===== config.mk =====
export PLATFORM = sky130hd
export DESIGN_NAME = sync_tree
export DESIGN_NICKNAME = d
export VERILOG_FILES = /design/src/rtl/sync_tree_pkg.sv /design/src/rtl/sync_tree_leaf.sv /design/src/rtl/sync_tree_up.sv /design/src/rtl/sync_tree_down.sv /design/src/rtl/sync_tree.sv
export SDC_FILE = /design/constraint.sdc
export NUM_CORES = 1
export LEC_CHECK = 0
export BUFFER_PORTS_ARGS = -buffer_cell sky130_fd_sc_hd__clkbuf_2
export CAP_MARGIN = 40
export CORE_MARGIN = 2
export CORE_UTILIZATION = 30
export CTS_CLUSTER_DIAMETER = 30
export DETAILED_ROUTE_END_ITERATION = 12
export PLACE_DENSITY = 0.6
export SETUP_SLACK_MARGIN = 0.5
export SLEW_MARGIN = 20
export SYNTH_ARGS = -nofsm -noshare
export SYNTH_HDL_FRONTEND = slang
export SYNTH_SLANG_ARGS = --single-unit

===== constraint.sdc =====
create_clock -name clk -period 0.95 [get_ports clk]
set_input_delay 0 -clock clk [delete_from_list [all_inputs] [get_ports clk]]
set_output_delay 0 -clock clk [all_outputs]
set_load 0.005 [all_outputs]

===== src/rtl/sync_tree_pkg.sv =====
package sync_tree_pkg;

  typedef enum logic {
    SYNC_BARRIER = 1'b0,
    SYNC_EUREKA  = 1'b1
  } sync_mode_e;

  // Value a silent or cut-off input offers to its parent.
  function automatic logic idle_value(input sync_mode_e m);
    return (m == SYNC_BARRIER);
  endfunction

  // Two-input combine: all-of in barrier mode, any-of in eureka mode.
  function automatic logic merge2(input sync_mode_e m, input logic a, input logic b);
    return (m == SYNC_EUREKA) ? (a | b) : (a & b);
  endfunction

endpackage


===== src/rtl/sync_tree_leaf.sv =====
module sync_tree_leaf
  import sync_tree_pkg::*;
#(
  parameter int unsigned N_NODES = 8
) (
  input  logic               clk,
  input  logic               rst_n,
  input  sync_mode_e         mode,
  input  logic [N_NODES-1:0] node_bit,
  input  logic [N_NODES-1:0] node_mask,
  input  logic [N_NODES-1:0] irq_en,
  input  logic [N_NODES-1:0] deliver_raw,
  output logic [N_NODES-1:0] leaf_val,
  output logic [N_NODES-1:0] deliver,
  output logic [N_NODES-1:0] done_irq,
  output logic [N_NODES-1:0] done_flag
);

  for (genvar i = 0; i < N_NODES; i++) begin : g_leaf
    logic armed_q;
    logic flag_q;
    logic take;
    logic counted;

    assign take    = deliver_raw[i] & node_mask[i];
    assign counted = node_bit[i] & armed_q;

    always_ff @(posedge clk) begin
      if (!rst_n) begin
        armed_q <= 1'b1;
        flag_q  <= 1'b0;
      end else begin
        // completion disarms; a low bit re-arms
        if (take)              armed_q <= 1'b0;
        else if (!node_bit[i]) armed_q <= 1'b1;
        // flag held until next counted arrival
        if (take)              flag_q  <= 1'b1;
        else if (counted)      flag_q  <= 1'b0;
      end
    end

    assign leaf_val[i]  = node_mask[i] ? counted : idle_value(mode);
    assign deliver[i]   = take;
    assign done_irq[i]  = take & irq_en[i];
    assign done_flag[i] = flag_q;
  end

endmodule


===== src/rtl/sync_tree_up.sv =====
module sync_tree_up
  import sync_tree_pkg::*;
#(
  parameter int unsigned N_NODES = 8
) (
  input  logic               clk,
  input  logic               rst_n,
  input  sync_mode_e         mode,
  input  logic [N_NODES-1:0] leaf_val,
  input  logic [N_NODES-1:2] bypass,
  output logic [N_NODES-1:1] up_q
);

  localparam int unsigned SLOTS = 2 * N_NODES;

  // value each heap position hands to its parent
  logic [SLOTS-1:2] offer;

  for (genvar i = 0; i < N_NODES; i++) begin : g_leaf_offer
    assign offer[N_NODES + i] = leaf_val[i];
  end

  for (genvar k = 2; k < N_NODES; k++) begin : g_inner_offer
    assign offer[k] = bypass[k] ? idle_value(mode) : up_q[k];
  end

  for (genvar k = 1; k < N_NODES; k++) begin : g_stage
    logic q;
    always_ff @(posedge clk) begin
      if (!rst_n) q <= 1'b0;
      else        q <= merge2(mode, offer[2*k], offer[2*k+1]);
    end
    assign up_q[k] = q;
  end

endmodule


===== src/rtl/sync_tree_down.sv =====
module sync_tree_down #(
  parameter int unsigned N_NODES = 8
) (
  input  logic               clk,
  input  logic               rst_n,
  input  logic [N_NODES-1:1] up_q,
  input  logic [N_NODES-1:2] bypass,
  output logic [N_NODES-1:1] fire,
  output logic [N_NODES-1:0] deliver_raw
);

  logic [N_NODES-1:1] dn_q;

  for (genvar k = 1; k < N_NODES; k++) begin : g_node
    logic lock_q;
    logic dn;
    logic resolver;
    logic from_above;

    if (k == 1) begin : g_root
      assign resolver   = 1'b1;
      assign from_above = 1'b0;
    end else begin : g_inner
      assign resolver   = bypass[k];
      assign from_above = ~bypass[k] & dn_q[k/2];
    end

    // one completion per round: lock until the combined value drops
    assign fire[k] = up_q[k] & resolver & ~lock_q;

    always_ff @(posedge clk) begin
      if (!rst_n) begin
        lock_q <= 1'b0;
        dn     <= 1'b0;
      end else begin
        if (fire[k])       lock_q <= 1'b1;
        else if (!up_q[k]) lock_q <= 1'b0;
        dn <= fire[k] | from_above;
      end
    end
    assign dn_q[k] = dn;
  end

  for (genvar i = 0; i < N_NODES; i++) begin : g_out
    assign deliver_raw[i] = dn_q[(N_NODES + i) / 2];
  end

endmodule


===== src/rtl/sync_tree.sv =====
module sync_tree
  import sync_tree_pkg::*;
#(
  parameter int unsigned N_NODES = 8
) (
  input  logic               clk,
  input  logic               rst_n,
  input  logic               mode_eureka,
  input  logic [N_NODES-1:0] node_bit,
  input  logic [N_NODES-1:0] node_mask,
  input  logic [N_NODES-1:2] subtree_bypass,
  input  logic [N_NODES-1:0] irq_en,
  output logic [N_NODES-1:0] done_irq,
  output logic [N_NODES-1:0] done_flag
);

  sync_mode_e         mode_w;
  logic [N_NODES-1:0] leaf_val_w;
  logic [N_NODES-1:0] deliver_w;
  logic [N_NODES-1:0] deliver_raw_w;
  logic [N_NODES-1:1] up_w;
  logic [N_NODES-1:1] fire_w;

  assign mode_w = sync_mode_e'(mode_eureka);

  sync_tree_leaf #(.N_NODES(N_NODES)) leaf_i (
    .clk         (clk),
    .rst_n       (rst_n),
    .mode        (mode_w),
    .node_bit    (node_bit),
    .node_mask   (node_mask),
    .irq_en      (irq_en),
    .deliver_raw (deliver_raw_w),
    .leaf_val    (leaf_val_w),
    .deliver     (deliver_w),
    .done_irq    (done_irq),
    .done_flag   (done_flag)
  );

  sync_tree_up #(.N_NODES(N_NODES)) up_i (
    .clk      (clk),
    .rst_n    (rst_n),
    .mode     (mode_w),
    .leaf_val (leaf_val_w),
    .bypass   (subtree_bypass),
    .up_q     (up_w)
  );

  sync_tree_down #(.N_NODES(N_NODES)) down_i (
    .clk         (clk),
    .rst_n       (rst_n),
    .up_q        (up_w),
    .bypass      (subtree_bypass),
    .fire        (fire_w),
    .deliver_raw (deliver_raw_w)
  );

endmodule


---- After elaboration in Yosys (flattened, before gate mapping) ----
Cells that the tools add are included.
storage, ports and cells
  bits in registers ....................... 37
operators by class
  equality and inequality tests ........... 15
  muxes and demuxes ....................... 67
  bitwise operators ....................... 77
  reductions and logical operators ........ 8
operators with widths
  cell                number
  $mux 1              67
  $and 1x1->1         50
  $ne 2x1->1 const B  15
  $reduce_bool 2->1   8
  $not 1->1           14
  $or 1x1->1          13

---- Depth between registers and ports, before layout ----
Gate-level depths: netlist of run 1.
  word-level depth ........................ 4
  depth in mapped cells ................... 4

---- Hierarchy ----
Synthesis of run 1 repeated with hierarchy kept, for this count alone.
unflattened totals
  cells, all modules ...................... 203
  area, all modules ....................... 1,803.0 µm²
modules (own cells, without submodules)
  module          times used  cells each  area an instance (µm²)
  sync_tree_leaf  1           97          842.1
  sync_tree_down  1           63          601.8
  sync_tree_up    1           43          359.1

---- Worst setup path before layout of run 1 ----
No wires, ideal clock.
  path kind ............................... register to register
  start point ............................. register leaf_i.g_leaf[1].armed_q
  end point ............................... register up_i.g_stage[4].q
  setup time .............................. 0.058 ns
  arrival time ............................ 0.755 ns
  required time ........................... 0.892 ns
  setup slack ............................. 0.138 ns
  stages on the path, launching flop included .. 4
  path buffers ............................ 0
  clock period less this slack ............ 0.812 ns
  cell sequence ........................... dfxtp_1 -> nand2_1 -> a221oi_2 -> o21a_1
on the way
  longest elaborated chain between the ends .. 4
  elaborated cells on any way between the ends .. 5
RTL lines
  element                                           RTL line              RTL
  start, declared                                   sync_tree_leaf.sv:20  logic armed_q;
  start signal, assigned                            sync_tree_leaf.sv:30  armed_q <= 1'b1;
  start signal, assigned                            sync_tree_leaf.sv:34  if (take) armed_q <= 1'b0;
  start signal, assigned                            sync_tree_leaf.sv:35  else if (!node_bit[i]) armed_q <= 1'b1;
  $and 1x1->1 *                                     sync_tree_leaf.sv:26  assign counted = node_bit[i] & armed_q;
  $mux 1 *                                          sync_tree_leaf.sv:42  assign leaf_val[i] = node_mask[i] ? counted : idle_value(mode);
  $and 1x1->1 / $or 1x1->1 (equally long branches)  sync_tree_pkg.sv:15   return (m == SYNC_EUREKA) ? (a | b) : (a & b);
  $mux 1 *                                          sync_tree_pkg.sv:15
  end signal, assigned                              sync_tree_up.sv:31    else q <= merge2(mode, offer[2*k], offer[2*k+1]);
  end, declared                                     sync_tree_up.sv:28    logic q;
Mark *: on every way between the ends. The rest lies on a longest branch, timed or not.
A chain may end at the register's enable or synchronous reset.

---- Worst setup path in the final report of run 1 ----
  start point ............................. register down_i.g_node[6].dn
  end point ............................... output port done_irq[4]
on the way
  longest elaborated chain between the ends .. 2
RTL lines
  element                 RTL line              RTL
  start, declared         sync_tree_down.sv:16  logic dn;
  start signal, assigned  sync_tree_down.sv:38  dn <= fire[k] | from_above;
  $and 1x1->1             sync_tree_leaf.sv:25  assign take = deliver_raw[i] & node_mask[i];
  $and 1x1->1             sync_tree_leaf.sv:44  assign done_irq[i] = take & irq_en[i];
  end, declared           sync_tree.sv:13       output logic [N_NODES-1:0] done_irq,
Every way passes these cells.

==> flow_summary.ini, run 1 <==
[placement]
placed_cells = 295
io_buffers = 48
placed_area_sq_mm = 0.00195
dp_slack_ps = 84.0
gp_congestion = 0.727
dp_hpwl_mm = 2.55

[clock_tree]
clockRootBuffer = clkbuf_8
tritoncts = built
clkTransAtPathRegs_ps = 70
clock_latency_ps = 290
htree_levels = 2
cts_buffer_depth = 2
cts.sinks = 37
cts_made_buffers = 5

[layout]
n_antenna_cell = 0
layout.cells.non_filler = 321
fin_nets = 281
finalInstanceArea_sq_mm = 0.00243
drive_gt1_share_pct = 63.5
layout_common_cells = clkbuf_2, dfxtp_2, nand2_1
final_common_cell = clkbuf_2
syn_to_final_growth_pct = 47.1
fill_cells = 534
final_core_util_pct = 45.0

[sta]
max_slew_margin_pct = 70.7
finalHoldViolCount = 1
clock_skew_ps = 6.93
min_period_ps = 934
setup_viol = 0
worst_pin_slew_ps = 438
period_share_pct = 98.3
fmax_ghz = 1.07
fin_setup_tns_ps = 0
rsz0062_at_grt = yes
slew_viol_final = 0
fin_ws_ps = 16.3
hold_ws_ps = -4.55

[worst_setup_path]
critPathLaunchType = flop
crit_family = flip-flops
crit_cells = 2
endpoint = done_irq[4]
critPathBufInv = 1
timing.critical_path.from = down_i.g_node[6].dn
worst-path-max-fanout = 4
path_cells = and3_1 > clkbuf_2
cp_slowest_stage_delay_ps = 370
cpMaxStageDelayCell = dfxtp_2
timing.rr.start = leaf_i.g_leaf[3].armed_q
r2r_cells = 3
arrival_ps = 930
critPathRequiredTime_ps = 950
worst_r2r_endpoint = up_i.g_stage[5].q
path_class = flop to output port
reg2reg_slack_ps = 80
cp-end-kind = output port

[synthesis]
yosys_register_bits = 37
yosysUniqueCellTypes = 24
syn_area_sq_mm = 0.00166
synthTopCellsByArea = dfxtp_1, nand2_1, a21oi_1
yosysSeqAreaShare_pct = 44.7
ys_warn_count = 0
synth_cells = 185
synth_nets = 218
synth_top_area_share_pct = 44.7
avgSynthCellArea_sq_um = 8.95
yosysTopAreaCell = dfxtp_1

[global_routing]
grt_usage_pct = 12.8
first_global_vias = 1405
grt_pass1_wl_mm = 6.29
antenna_found_initial = 0
grt_max_degree = 18
gr-total-overflow = 0

[run_status]
status = finished, violations left
violations = negative hold slack

[route]
dr.pass1.iters = 4
ant_nets = 0
wl_per_cell_microns = 12.2
drc_errors = 0
vias = 1519
routed_via_density = 4.73
first_iter_violations = 71
wl_mm = 3.91

[die]
io_pins = 49
die_area_sq_mm = 0.00613
start_util_pct = 30.6
die_w_microns = 78.3
rows = 27
die_y_microns = 78.3
coreArea_sq_mm = 0.00541

[power]
p_switching_mw = 0.861
p_sw_share_pct = 23.9
intPower_mw = 2.74
pwr-share-comb_pct = 14.2
cellPowerDensity_mw_per_mm2 = 1480
leakagePower_nw = 1.13
p_clk_share_pct = 39.3
power_frac_seq_pct = 46.5
total_power_mw = 3.60
ir_drop_mv = 0.576

[worst_hold_path]
hold_class = primary input to flop

[flow_run]
maxCapViolCount = 0
## per-layer routing
layer	GRT usage (%)	routed length [microns]	up-vias
li1	-	-	773
met5	0	0	-
met4	3.33	38	0
met3	4.02	165	5
met2	22.2	2030	26
met1	15.3	1680	715
## cell families after synthesis
family,Yosys count,synth area share (%)
compound gates,52,22.8
buf+inv,21,7.63
simple gates,75,24.9
flops,37,44.7
## power groups by stage
stage | sequential (mW) | combinational, mW | clock (mW)
after floorplan | 1.69 | 0.225 | 0
after global placement | 1.71 | 0.368 | 0
after detailed placement | 1.71 | 0.373 | 0
after CTS | 1.68 | 0.449 | 1.45
after global routing | 1.69 | 0.565 | 1.53
final | 1.68 | 0.511 | 1.42
## worst min path at each step
stage / start / endpoint / depth (start not counted)
2_1_floorplan: node_mask[1] / done_irq[1] / 1
3_3_place_gp: node_bit[2] / leaf_i.g_leaf[2].armed_q / 4
3_5_place_dp: node_bit[6] / leaf_i.g_leaf[6].armed_q / 4
4_1_cts: node_bit[5] / leaf_i.g_leaf[5].armed_q / 4
5_1_grt: node_bit[4] / leaf_i.g_leaf[4].armed_q / 4
6_report: node_bit[1] / leaf_i.g_leaf[1].armed_q / 4
## final cells by class
| type | count | area [sq um] | share of cell area (%) |
|---|---|---|---|
| clock buffer | 6 | 82.6 | 3.39 |
| multi-input combinational | 127 | 961 | 39.5 |
| clock inverter | 2 | 37.5 | 1.54 |
| timing repair buffer | 68 | 448 | 18.4 |
| sequential | 37 | 782 | 32.1 |
| tap | 72 | 90.1 | 3.70 |
| inverter | 9 | 33.8 | 1.39 |
## worst min-delay path, stage by stage
cell and delay [ps]:
clkbuf_2 100, inv_1 50, o21ai_1 50, nand2_1 50
## Yosys cell counts
master / count
a21boi_2: 4
a21oi_1: 14
a221oi_2: 4
a31oi_1: 3
and2_1: 1
and3_1: 8
buf_2: 2
buf_4: 8
buf_6: 2
dfxtp_1: 37
inv_1: 8
inv_2: 1
nand2_1: 35
nand2b_1: 6
nand3_1: 8
nand3b_1: 6
nor2b_1: 4
nor2b_2: 3
nor3b_2: 4
o211a_1: 6
o211ai_1: 3
o21a_1: 4
o21ai_0: 11
o21ai_1: 3
## sequential cells by signal, indices dropped and copies added (netlist names)
| signal | cells |
|---|---|
| down_i.g_node.dn | 7 |
| down_i.g_node.lock_q | 7 |
| leaf_i.g_leaf.armed_q | 8 |
| leaf_i.g_leaf.flag_q | 8 |
| up_i.g_stage.q | 7 |
## what timing repair did
| item | in CTS | in global routing |
|---|---|---|
| resized for setup | 42 | 34 |
| pin swaps | 20 | 8 |
| hold endpoints to repair | 4 | 0 |
| cloned | 0 | 0 |
| setup endpoints to repair | 53 | 53 |
| buffers inserted | 11 | 7 |
Power figures use the tool's default switching activity.
==> inputs of run 2 (changes only) <==
- CORE_UTILIZATION: 30 -> 49
- PLACE_DENSITY: 0.6 -> 0.85
==> run 2 against run 1 <==
- the flow finishes with violations (negative hold slack, negative setup slack)
- largest cell class unchanged
- maximum frequency is 9.0% lower
- largest power group unchanged
- combinational power is 2% higher
- sequential power hardly changed
- clock power is 43% lower
- non-clock buffer count is 2 higher
- sequential cell count stayed put
- register-to-register slack worse by 110 ps
- critical path depth stayed put
- total power is 17% lower
- die area is 37% lower
- first-iteration DRC count is 1.4% higher
==> flow_summary.ini, run 2 (synthesis gave the netlist of run 1 again) <==
[global_routing]
first_global_vias = 1397
grt_pass1_wl_mm = 6.11
gr-total-overflow = 0
grt_usage_pct = 20.0
antenna_found_initial = 0
grt_max_degree = 18

[power]
p_clk_share_pct = 26.8
power_frac_seq_pct = 55.9
intPower_mw = 2.17
leakagePower_nw = 1.10
p_switching_mw = 0.839
ir_drop_mv = 0.917
cellPowerDensity_mw_per_mm2 = 1280
p_sw_share_pct = 27.9
pwr-share-comb_pct = 17.3

[worst_hold_path]
hold_depth = 2
hold_class = primary input to flop
hold_path_end = leaf_i.g_leaf[2].armed_q
min-delay-start = rst_n

[route]
vias = 1564
dr.pass1.iters = 4
wl_mm = 4.32
ant_nets = 0
first_iter_violations = 72
routed_via_density = 5.27
wl_per_cell_microns = 14.5
drc_errors = 0

[layout]
multiInputGateArea_sq_um = 965
layout_common_cells = clkbuf_2, dfxtp_2, nand2_1
final_common_cell = clkbuf_2
regArea_sq_um = 783
syn_to_final_growth_pct = 41.5
fin_nets = 283
fill_cells = 219
drive_gt1_share_pct = 65.3
reg.largest.list = leaf_i.g_leaf.armed_q x8, leaf_i.g_leaf.flag_q x8
n_antenna_cell = 0

[sta]
period_share_pct = 108
worst_pin_slew_ps = 415
hold_ws_ps = -81.2
fmax_ghz = 0.975
clock_skew_ps = 11.3
setup_viol = 12
fin_setup_tns_ps = -291
finalHoldViolCount = 25
max_slew_margin_pct = 72.3
slew_viol_final = 0
fin_ws_ps = -75.5
rsz0062_at_grt = yes
min_period_ps = 1030

[clock_tree]
htree_levels = 2
cts_made_buffers = 5
tritoncts = built
cts_buffer_depth = 2
clockRootBuffer = clkbuf_4
clock_latency_ps = 350
clkTransAtPathRegs_ps = 100
cts.sinks = 37

[die]
die_area_sq_mm = 0.00386
start_util_pct = 50.4
die_y_microns = 62.1
rows = 21
io_pins = 49
die_w_microns = 62.1
coreArea_sq_mm = 0.00328

[worst_setup_path]
timing.rr.start = down_i.g_node[4].dn
path_class = flop to output port
worst_r2r_endpoint = leaf_i.g_leaf[1].flag_q
critPathLaunchType = flop
r2r_cells = 5
cp-end-kind = output port
reg2reg_slack_ps = -30
arrival_ps = 1030
worst-path-max-fanout = 4
critPathRequiredTime_ps = 950

[flow_run]
maxCapViolCount = 0

[placement]
io_buffers = 48
gp_congestion = 0.786
dp_hpwl_mm = 2.31

[run_status]
status = finished, violations left
violations = negative hold slack, negative setup slack
run 2: how the worst max path moves through the flow:
stage / startpoint / end / slack [ps] / cells past startpoint
final: down_i.g_node[7].dn / done_irq[7] / -80 / 2
after global routing: down_i.g_node[7].dn / done_irq[7] / -110 / 2
after CTS: down_i.g_node[4].dn / done_irq[0] / -30 / 2
after detailed placement: mode_eureka / up_i.g_stage[6].q / 80 / 4
after global placement: mode_eureka / up_i.g_stage[6].q / 90 / 4
after floorplan: leaf_i.g_leaf[1].armed_q / up_i.g_stage[4].q / 170 / 3
run 2: metrics by stage:
step,utilization [%],area (sq um),power (mW),setup WS [ps],cells
after floorplan,-,1700,1.92,170,185
after global placement,58.2,1910,2.06,92.4,268
after detailed placement,58.2,1910,2.07,82.5,268
after CTS,65.8,2160,2.93,-28.0,290
after global routing,71.3,2340,3.14,-106,297
final,71.3,2340,3.01,-75.5,297
run 2: area by class of cell:
| class | instances | share of cell area, % |
|---|---|---|
| Multi-Input combinational cell | 127 | 41.2 |
| Sequential cell | 37 | 33.4 |
| Clock buffer | 6 | 1.76 |
| Clock inverter | 2 | 0.427 |
| Inverter | 9 | 1.44 |
| Timing Repair Buffer | 70 | 19.3 |
| Tap cell | 46 | 2.46 |
run 2: power groups by stage:
stage	logic, mW	registers (mW)	clock network, mW
global placement	0.360	1.70	0
floorplan	0.225	1.69	0
CTS	0.441	1.68	0.815
detailed placement	0.366	1.71	0
finish	0.520	1.68	0.807
global route	0.564	1.69	0.888
run 2: what timing repair did:
action | in CTS | in global routing
gates resized for setup | 44 | 32
setup endpoints to repair | 53 | 53
buffers inserted | 14 | 7
pin swaps | 17 | 4
hold endpoints to repair | 30 | 25
run 2: worst max-delay path, stage by stage (launching register included):
cell	delay, ps
dfxtp_2	360
and3_1	180
clkbuf_2	140
run 2: per-layer routing:
layer	vias up	GRT usage, %	wire length (microns)
li1	777	-	-
met1	729	23.7	1740
met2	46	34.2	2260
met3	12	4.17	187
met4	0	10.0	123
met5	-	0	0
